--- src/rtl/arb_pkg.sv ---
package arb_pkg;
   typedef enum logic [1:0] {
      ARB_IDLE  = 2'd0,
      ARB_GRANT = 2'd1,
      ARB_HELD  = 2'd2
   } arb_state_e;
endpackage

--- src/rtl/arb_sync.sv ---
module arb_sync #(
   parameter int WIDTH  = 1,
   parameter int STAGES = 2,
   parameter logic [WIDTH-1:0] RST_VAL = '1
) (
   input  logic             clk,
   input  logic             rst_n,
   input  logic [WIDTH-1:0] d,
   output logic [WIDTH-1:0] q
);
   logic [WIDTH-1:0] chain [STAGES];

   always_ff @(posedge clk or negedge rst_n) begin
      if (!rst_n) chain[0] <= RST_VAL;
      else        chain[0] <= d;
   end

   for (genvar s = 1; s < STAGES; s++) begin : g_stage
      always_ff @(posedge clk or negedge rst_n) begin
         if (!rst_n) chain[s] <= RST_VAL;
         else        chain[s] <= chain[s-1];
      end
   end

   assign q = chain[STAGES-1];
endmodule

--- src/rtl/arb_ctrl.sv ---
module arb_ctrl
   import arb_pkg::*;
(
   input  logic       clk,
   input  logic       rst_n,
   input  logic       allow,
   input  logic       req,
   input  logic       busy,
   output logic       grant_on,
   output arb_state_e state
);
   arb_state_e nxt;

   always_comb begin
      nxt = state;
      unique case (state)
         ARB_IDLE:  if (allow && req && !busy) nxt = ARB_GRANT;
         ARB_GRANT: begin
            if (!allow)     nxt = ARB_IDLE;
            else if (busy)  nxt = ARB_HELD;
            else if (!req)  nxt = ARB_IDLE;
         end
         ARB_HELD:  if (!busy) nxt = ARB_IDLE;
         default:   nxt = ARB_IDLE;
      endcase
   end

   always_ff @(posedge clk or negedge rst_n) begin
      if (!rst_n) state <= ARB_IDLE;
      else        state <= nxt;
   end

   assign grant_on = (nxt == ARB_GRANT);
endmodule

--- src/rtl/arb_grant_drv.sv ---
module arb_grant_drv #(
   parameter int NUM_LEVELS   = 4,
   parameter int SERVED_LEVEL = 3
) (
   input  logic                  clk,
   input  logic                  rst_n,
   input  logic                  grant_on,
   output logic [NUM_LEVELS-1:0] grant_n
);
   for (genvar i = 0; i < NUM_LEVELS; i++) begin : g_line
      if (i == SERVED_LEVEL) begin : g_served
         logic line_q;
         always_ff @(posedge clk or negedge rst_n) begin
            if (!rst_n) line_q <= 1'b1;
            else        line_q <= ~grant_on;
         end
         assign grant_n[i] = line_q;
      end else begin : g_parked
         assign grant_n[i] = 1'b1;
      end
   end
endmodule

--- src/rtl/bus_arb_single.sv ---
module bus_arb_single
   import arb_pkg::*;
#(
   parameter int NUM_LEVELS   = 4,
   parameter int SERVED_LEVEL = 3,
   parameter int SYNC_STAGES  = 2
) (
   input  logic                  clk,
   input  logic                  rst_n,
   input  logic                  arb_en,
   input  logic                  slot1_det,
   input  logic [NUM_LEVELS-1:0] req_n,
   input  logic                  busy_n,
   output logic [NUM_LEVELS-1:0] grant_n
);
   if (SERVED_LEVEL >= NUM_LEVELS || SERVED_LEVEL < 0) begin : g_bad_level
      $error("SERVED_LEVEL outside grant range");
   end
   if (SYNC_STAGES < 2) begin : g_bad_sync
      $error("SYNC_STAGES below two");
   end

   logic [1:0] raw_in, sync_out;
   logic       req_seen, busy_seen, grant_on;
   arb_state_e state;

   assign raw_in = {req_n[SERVED_LEVEL], busy_n};

   arb_sync #(.WIDTH(2), .STAGES(SYNC_STAGES), .RST_VAL(2'b11)) sync_i (
      .clk(clk), .rst_n(rst_n), .d(raw_in), .q(sync_out));

   assign req_seen  = ~sync_out[1];
   assign busy_seen = ~sync_out[0];

   arb_ctrl ctrl_i (
      .clk(clk), .rst_n(rst_n), .allow(arb_en & slot1_det),
      .req(req_seen), .busy(busy_seen), .grant_on(grant_on), .state(state));

   arb_grant_drv #(.NUM_LEVELS(NUM_LEVELS), .SERVED_LEVEL(SERVED_LEVEL)) drv_i (
      .clk(clk), .rst_n(rst_n), .grant_on(grant_on), .grant_n(grant_n));
endmodule

--- config.mk ---
export PLATFORM = sky130hd
export DESIGN_NAME = bus_arb_single
export DESIGN_NICKNAME = d
export VERILOG_FILES = /design/src/rtl/arb_pkg.sv /design/src/rtl/arb_sync.sv /design/src/rtl/arb_ctrl.sv /design/src/rtl/arb_grant_drv.sv /design/src/rtl/bus_arb_single.sv
export SDC_FILE = /design/constraint.sdc
export NUM_CORES = 1
export LEC_CHECK = 0
export ABC_CLOCK_PERIOD_IN_PS = 1100
export CORE_AREA = 2 2 39 41
export DETAILED_ROUTE_END_ITERATION = 8
export DIE_AREA = 0 0 41 43
export PLACE_DENSITY = 0.57
export SYNTH_ARGS = -nofsm -noshare
export SYNTH_HDL_FRONTEND = slang
export SYNTH_SLANG_ARGS = --single-unit
--- constraint.sdc ---
create_clock -name clk -period 1.1 [get_ports clk]
set_input_delay 0.165 -clock clk [delete_from_list [all_inputs] [get_ports clk]]
set_output_delay 0.165 -clock clk [all_outputs]
set_load 0.1 [all_outputs]
==> summary.txt, run 1 <==
Run status
  • Outcome: complete, but fails checks
  • Failing checks: negative setup slack

Timing
  • Min cycle time layout: 1.12 ns
  • Final Max Slew Viols: 0
  • Final Hold Fails: 0
  • WHS: 0.164 ns
  • # setup viols final: 1
  • Final WS setup: -0.0168 ns
  • RSZ-0062 raised after global routing: yes
  • Final Skew: 0.000585 ns
  • Fmax: 0.895 GHz
  • Final period util: 102%

Setup path
  • CP max stage cell: dfstp_2
  • CP Capture Type: primary output
  • Crit path buffers/inverters: 1
  • Critical path class: register to primary output
  • Worst-path cell chain: buf_12
  • Crit path arrival time: 0.95 ns
  • Largest incremental delay on the critical path: 0.54 ns
  • CP top delay family: flip-flops
  • Worst-path fanout max: 1
  • Startpoint types: register
  • CP required: 0.94 ns

Placed design
  • GPL Wtd Cong: 0.625
  • Buffers added on ports: 6
  • Hpwl dp: 247 um

Global route
  • Initial antenna violation count: 0
  • Total track usage: 5.59%
  • Vias in the first global route: 175
  • Congestion Overflow GR: 0
  • First-pass GRT wire length: 641 um
  • Pin count of the biggest net entering global routing: 8

Synth
  • Cell taking the most area after synthesis: dfstp_2
  • Register bit count reported by yosys: 7
  • Most common library cells after synthesis: 5 x dfstp_2, 4 x buf_4, 2 x dfrtp_1
  • Count leader, synth: dfstp_2
  • Post-synthesis sequential area ratio: 70.4%
  • Avg Cell Area, Syn: 14.3 sq um
  • Yosys warnings: 0
  • Synth Instances: 18
  • Synth top area cells: dfstp_2 51%, dfrtp_1 19%, buf_4 12%
  • Synthesized area: 258 sq um
  • Netlist cell types: 10
  • Prevailing post-synth register cell: dfstp_2
  • Number of synthesized flops with an enable pin: 0
  • Synth async-reset ratio: 100%
  • Synth top area share: 51.0%

Drt
  • Post-Route WL: 328 um
  • Remaining DRCs: 0
  • Pre-antenna DRT Iters: 2
  • Via/cell ratio: 3.57
  • Post-DRT Antenna Nets: 0
  • DR iter-0 viols: 1
  • Via count: 150
  • Wire per inst: 7.81 um

Floorplan
  • Rows: 14
  • Die area: 1760 sq um
  • Initial core utilization: 18.6%
  • Die Span Y: 43 um
  • Core Region: 1380 sq um
  • Die width: 41 um
  • # IOs: 13

Clock network
  • CTS Buf Count: 3
  • CTS tree: yes
  • Clock Sinks: 7
  • Maximum clock path buffer count: 2
  • CTS Root Cell: clkbuf_4
  • H-tree levels: 1
  • Cts hold-fix bufs: 0
  • Post-CTS setup buffer count: 0
  • Worst skew pair latency: 0.24 ns
  • CTS clock-pin slew for the worst setup and hold paths: 0.05 ns

Job
  • MaxCap Viol Count: 0

Pwr
  • Power per Cell Area: 1630 nW/um^2
  • Power consumption: 586 uW
  • Leakage: 0.162 nW
  • VDD IR max: 0.000620 V

Layout
  • Syn-to-layout area delta: 39.3%
  • Antenna cells: 0
  • Layout net count: 36
  • Proportion of layout cells with a drive suffix above 1: 38.5%

Min path
  • Hold Crit Class: input port to asynchronous set/reset pin
[cell type report]
type	count	area (sq um)
sequential	7	181
fill	145	1020
clock buffer	4	26.3
multi-input combinational	9	56.3
tap	16	20.0
timing repair buffer	6	75.1
[timing repair]
item	CTS	global route
cloned	0	0
pin swaps	0	0
endpoints found under the hold margin	0	0
endpoints found under the setup margin	1	2
gates resized for setup	0	3
[stage by stage]
stage	utilization [%]	cells	setup WS, ns	instance area (sq um)	TNS, ns
floorplan	-	20	0.0857	265	0
global placement	23.5	38	-0.210	325	-0.210
detailed placement	23.5	38	-0.221	325	-0.243
CTS	25.4	42	-0.0355	352	-0.0355
global route	25.9	42	-0.0510	359	-0.0510
finish	25.9	42	-0.0168	359	-0.0168
[cells by family after synthesis]
family,after synthesis,synth area share (%)
other,1,1.45
AOI/OAI and AO/OA,1,1.94
and+or+nand+nor,5,14.6
DFF,7,70.4
buffers and inverters,4,11.7
[layout by cell type (no fill, tap or decap)]
| cell type | count |
|---|---|
| buf_12 | 1 |
| clkbuf_1 | 1 |
| dfstp_2 | 5 |
| nand4b_1 | 1 |
| clkdlybuf4s50_1 | 3 |
| nor4b_1 | 1 |
| dfrtp_1 | 2 |
| conb_1 | 3 |
| or4b_1 | 1 |
| nand2b_1 | 1 |
| nand2_2 | 1 |
| a21oi_1 | 1 |
| clkbuf_4 | 3 |
| dlymetal6s2s_1 | 2 |
[per-layer routing]
metal  GRT usage (%)  wire length, um  vias up
li1                -                -       69
met1            7.02              121       72
met2            6.88              166        9
met3            1.57               40        0
met4            6.00                0        0
met5               0                0        -
[report_power, final]
part	switching (mW)	leakage, nW	internal [mW]
sequential	0.00469	0.0802	0.275
clock	0.0866	0.0150	0.138
combinational	0.0612	0.0664	0.0213
total	0.153	0.162	0.434
[worst paths after layout]
check                                                start                              end  slack, ns  depth (start not counted)
max                        drv_i.g_line[3].g_served.line_q                       grant_n[3]      -0.02                          1
min                                                  rst_n                  ctrl_i.state[0]       0.16                          1
max reg2reg                                    sync_i.q[0]  drv_i.g_line[3].g_served.line_q       0.06                          1
min reg2reg                                sync_i.chain[2]                      sync_i.q[0]       0.36                          0
max in group asynchronous                            rst_n                  sync_i.chain[3]       0.66                          1
min in group clk                                 slot1_det                  ctrl_i.state[0]       0.21                          3
[state kept, by name, indices dropped and copies added, names as in the netlist]
register and count:
ctrl_i.state 2, drv_i.g_line.g_served.line_q 1, sync_i.chain 2, sync_i.q 2
Power figures use the tool's default switching activity.
==> run 2: changes to the inputs <==
- ABC_CLOCK_PERIOD_IN_PS: 1100 -> 1200
- CTS_CLUSTER_DIAMETER: unset -> 50
- clock period: 1.1 -> 1.2 ns (I/O delays scaled with it)
==> run 2 against run 1 <==
The run now ends clean. Final area fell by 2.1%. Register-to-register slack improved by 0.10 ns. Die area did not move. Global-route usage did not move. Via count did not move. Combinational power fell by 8.2%. Total power fell by 8.3%. Critical path depth did not move. Sequential share of layout area rose by 1.1 points. Worst setup slack improved by 0.085 ns. Highest routed layer unchanged.
==> summary.txt, run 2 (synthesized netlist as in run 1, its figures left out) <==
Run status
  • Outcome: finished, final reports clean (was complete, but fails checks)

Clock network
  • CTS tree: yes (unchanged)
  • CTS clock-pin slew for the worst setup and hold paths: 0.05 ns (about the same)
  • H-tree levels: 1 (unchanged)
  • Maximum clock path buffer count: 2 (unchanged)
  • Worst skew pair latency: 0.24 ns (about the same)
  • CTS Buf Count: 3 (unchanged)
  • Cts hold-fix bufs: 0 (unchanged)
  • Post-CTS setup buffer count: 0 (unchanged)
  • # resized after CTS: 0 (unchanged)
  • Clock Sinks: 7 (unchanged)
  • CTS Root Cell: clkbuf_4 (unchanged)

Drt
  • Via count: 150 (unchanged)
  • Wire per inst: 7.67 um (was 7.81 um)
  • Pre-antenna DRT Iters: 1 (was 2)
  • Post-Route WL: 322 um (was 328 um)
  • DR iter-0 viols: 0 (was 1)
  • Via/cell ratio: 3.57 (unchanged)
  • Remaining DRCs: 0 (unchanged)
  • Post-DRT Antenna Nets: 0 (unchanged)

Timing
  • # setup viols final: 0 (was 1)
  • Final Skew: 0.000585 ns (unchanged)
  • Fmax: 0.884 GHz
  • Final Hold Fails: 0 (unchanged)
  • RSZ-0062 raised after global routing: no (was yes)
  • Min cycle time layout: 1.13 ns
  • Final Max Slew Viols: 0 (unchanged)
  • Final period util: 94.3%
  • WHS: 0.178 ns (was 0.164 ns)

Global route
  • Initial antenna violation count: 0 (unchanged)
  • Total track usage: 5.59% (unchanged)
  • Congestion Overflow GR: 0 (unchanged)
  • Vias in the first global route: 175 (unchanged)
  • Pin count of the biggest net entering global routing: 8 (unchanged)
  • First-pass GRT wire length: 641 um (unchanged)

Layout
  • Antenna cells: 0 (unchanged)
  • Syn-to-layout area delta: 36.4% (was 39.3%)
  • Multi-input logic area: 53.8 sq um (was 56.3 sq um)
  • Sequential Area: 181 sq um (unchanged)
  • Filler Cell Count: 146 (was 145)
  • Commonest cells after routing, fill and taps aside: 5 x dfstp_2, 5 x clkdlybuf4s50_1, 3 x conb_1, 3 x clkbuf_4, 2 x dfrtp_1 (was 5 x dfstp_2, 3 x conb_1, 3 x clkbuf_4, 3 x clkdlybuf4s50_1)
  • Proportion of layout cells with a drive suffix above 1: 34.6% (was 38.5%)
  • Layout net count: 36 (unchanged)
  • Final core occ: 25.4% (was 25.9%)

Placed design
  • Hpwl dp: 247 um (unchanged)
  • Buffers added on ports: 6 (unchanged)
  • GPL Wtd Cong: 0.625 (unchanged)

Floorplan
  • Die area: 1760 sq um (unchanged)
  • Initial core utilization: 18.6% (unchanged)
  • # IOs: 13 (unchanged)
  • Rows: 14 (unchanged)
  • Die width: 41 um (unchanged)
  • Core Region: 1380 sq um (unchanged)
  • Die Span Y: 43 um (unchanged)

Pwr
  • VDD IR max: 0.000569 V (was 0.000620 V)
  • Leakage: 0.143 nW (was 0.162 nW)
  • Power per Cell Area: 1530 nW/um^2 (was 1630 nW/um^2)

Min path
  • Hold Crit Class: input port to asynchronous set/reset pin (unchanged)

Setup path
  • Critical Path Start: drv_i.g_line[3].g_served.line_q (unchanged)
  • Crit path arrival time: 0.95 ns (about the same)
  • Critical path class: register to primary output (unchanged)
  • CP top delay family: flip-flops (unchanged)
  • Crit path buffers/inverters: 1 (unchanged)
  • Worst-path cell chain: buf_12 (unchanged)
  • CP max stage cell: dfstp_2 (unchanged)
  • Worst-path fanout max: 1 (unchanged)
  • Largest incremental delay on the critical path: 0.54 ns (about the same)
  • CP Capture Type: primary output (unchanged)
  • CP required: 1.02 ns (was 0.94 ns)
  • Critical R2R Launch: sync_i.q[0] (unchanged)
  • Startpoint types: register (unchanged)

Job
  • MaxCap Viol Count: 0 (unchanged)
==> run 2: per-layer routing <==
layer	vias up	wire [um]	track usage, %
met5	-	0	0
li1	69	-	-
met3	0	40	1.57
met1	72	120	7.02
met4	0	0	6.00
met2	9	161	6.88
==> run 2: cell type report <==
type	count	area share (%)
clock buffers	4	7.47
multi-input cells	9	15.3
flip-flops and latches	7	51.6
well taps	16	5.69
repair buffers	6	19.9
==> run 2: path summary, 6_finish.rpt <==
check	end	slack, ns	depth (start not counted)
max in group asynchronous	sync_i.chain[3]	0.75	1
worst max register to register	drv_i.g_line[3].g_served.line_q	0.16	1
worst min register to register	sync_i.q[0]	0.36	0
min in group clk	sync_i.chain[3]	0.34	1
worst max-delay path	grant_n[3]	0.07	1
worst min-delay path	ctrl_i.state[0]	0.18	1
==> run 2: power by group <==
part           switching, mW  leakage, nW  internal (mW)  total [mW]
Sequential           0.00428       0.0802          0.252       0.256
Clock                 0.0794       0.0150          0.126       0.206
Combinational         0.0556       0.0478         0.0202      0.0757
Total                  0.139        0.143          0.398       0.538
==> run 2: per-stage QoR <==
stage	total power [mW]	setup slack [ns]	std cells	area (sq um)	TNS [ns]
6_report	0.538	0.0682	42	352	0
5_1_grt	0.573	0.0340	42	352	0
4_1_cts	0.554	0.0495	42	352	0
3_5_place_dp	0.336	-0.136	38	325	-0.136
3_3_place_gp	0.334	-0.125	38	325	-0.125
2_1_floorplan	0.317	0.186	20	265	0
==> run 3: changes to the inputs <==
- CAP_MARGIN: unset -> 40
==> results of run 3 <==
Same layout as run 2: the final DEF is identical, and so are final timing and power.
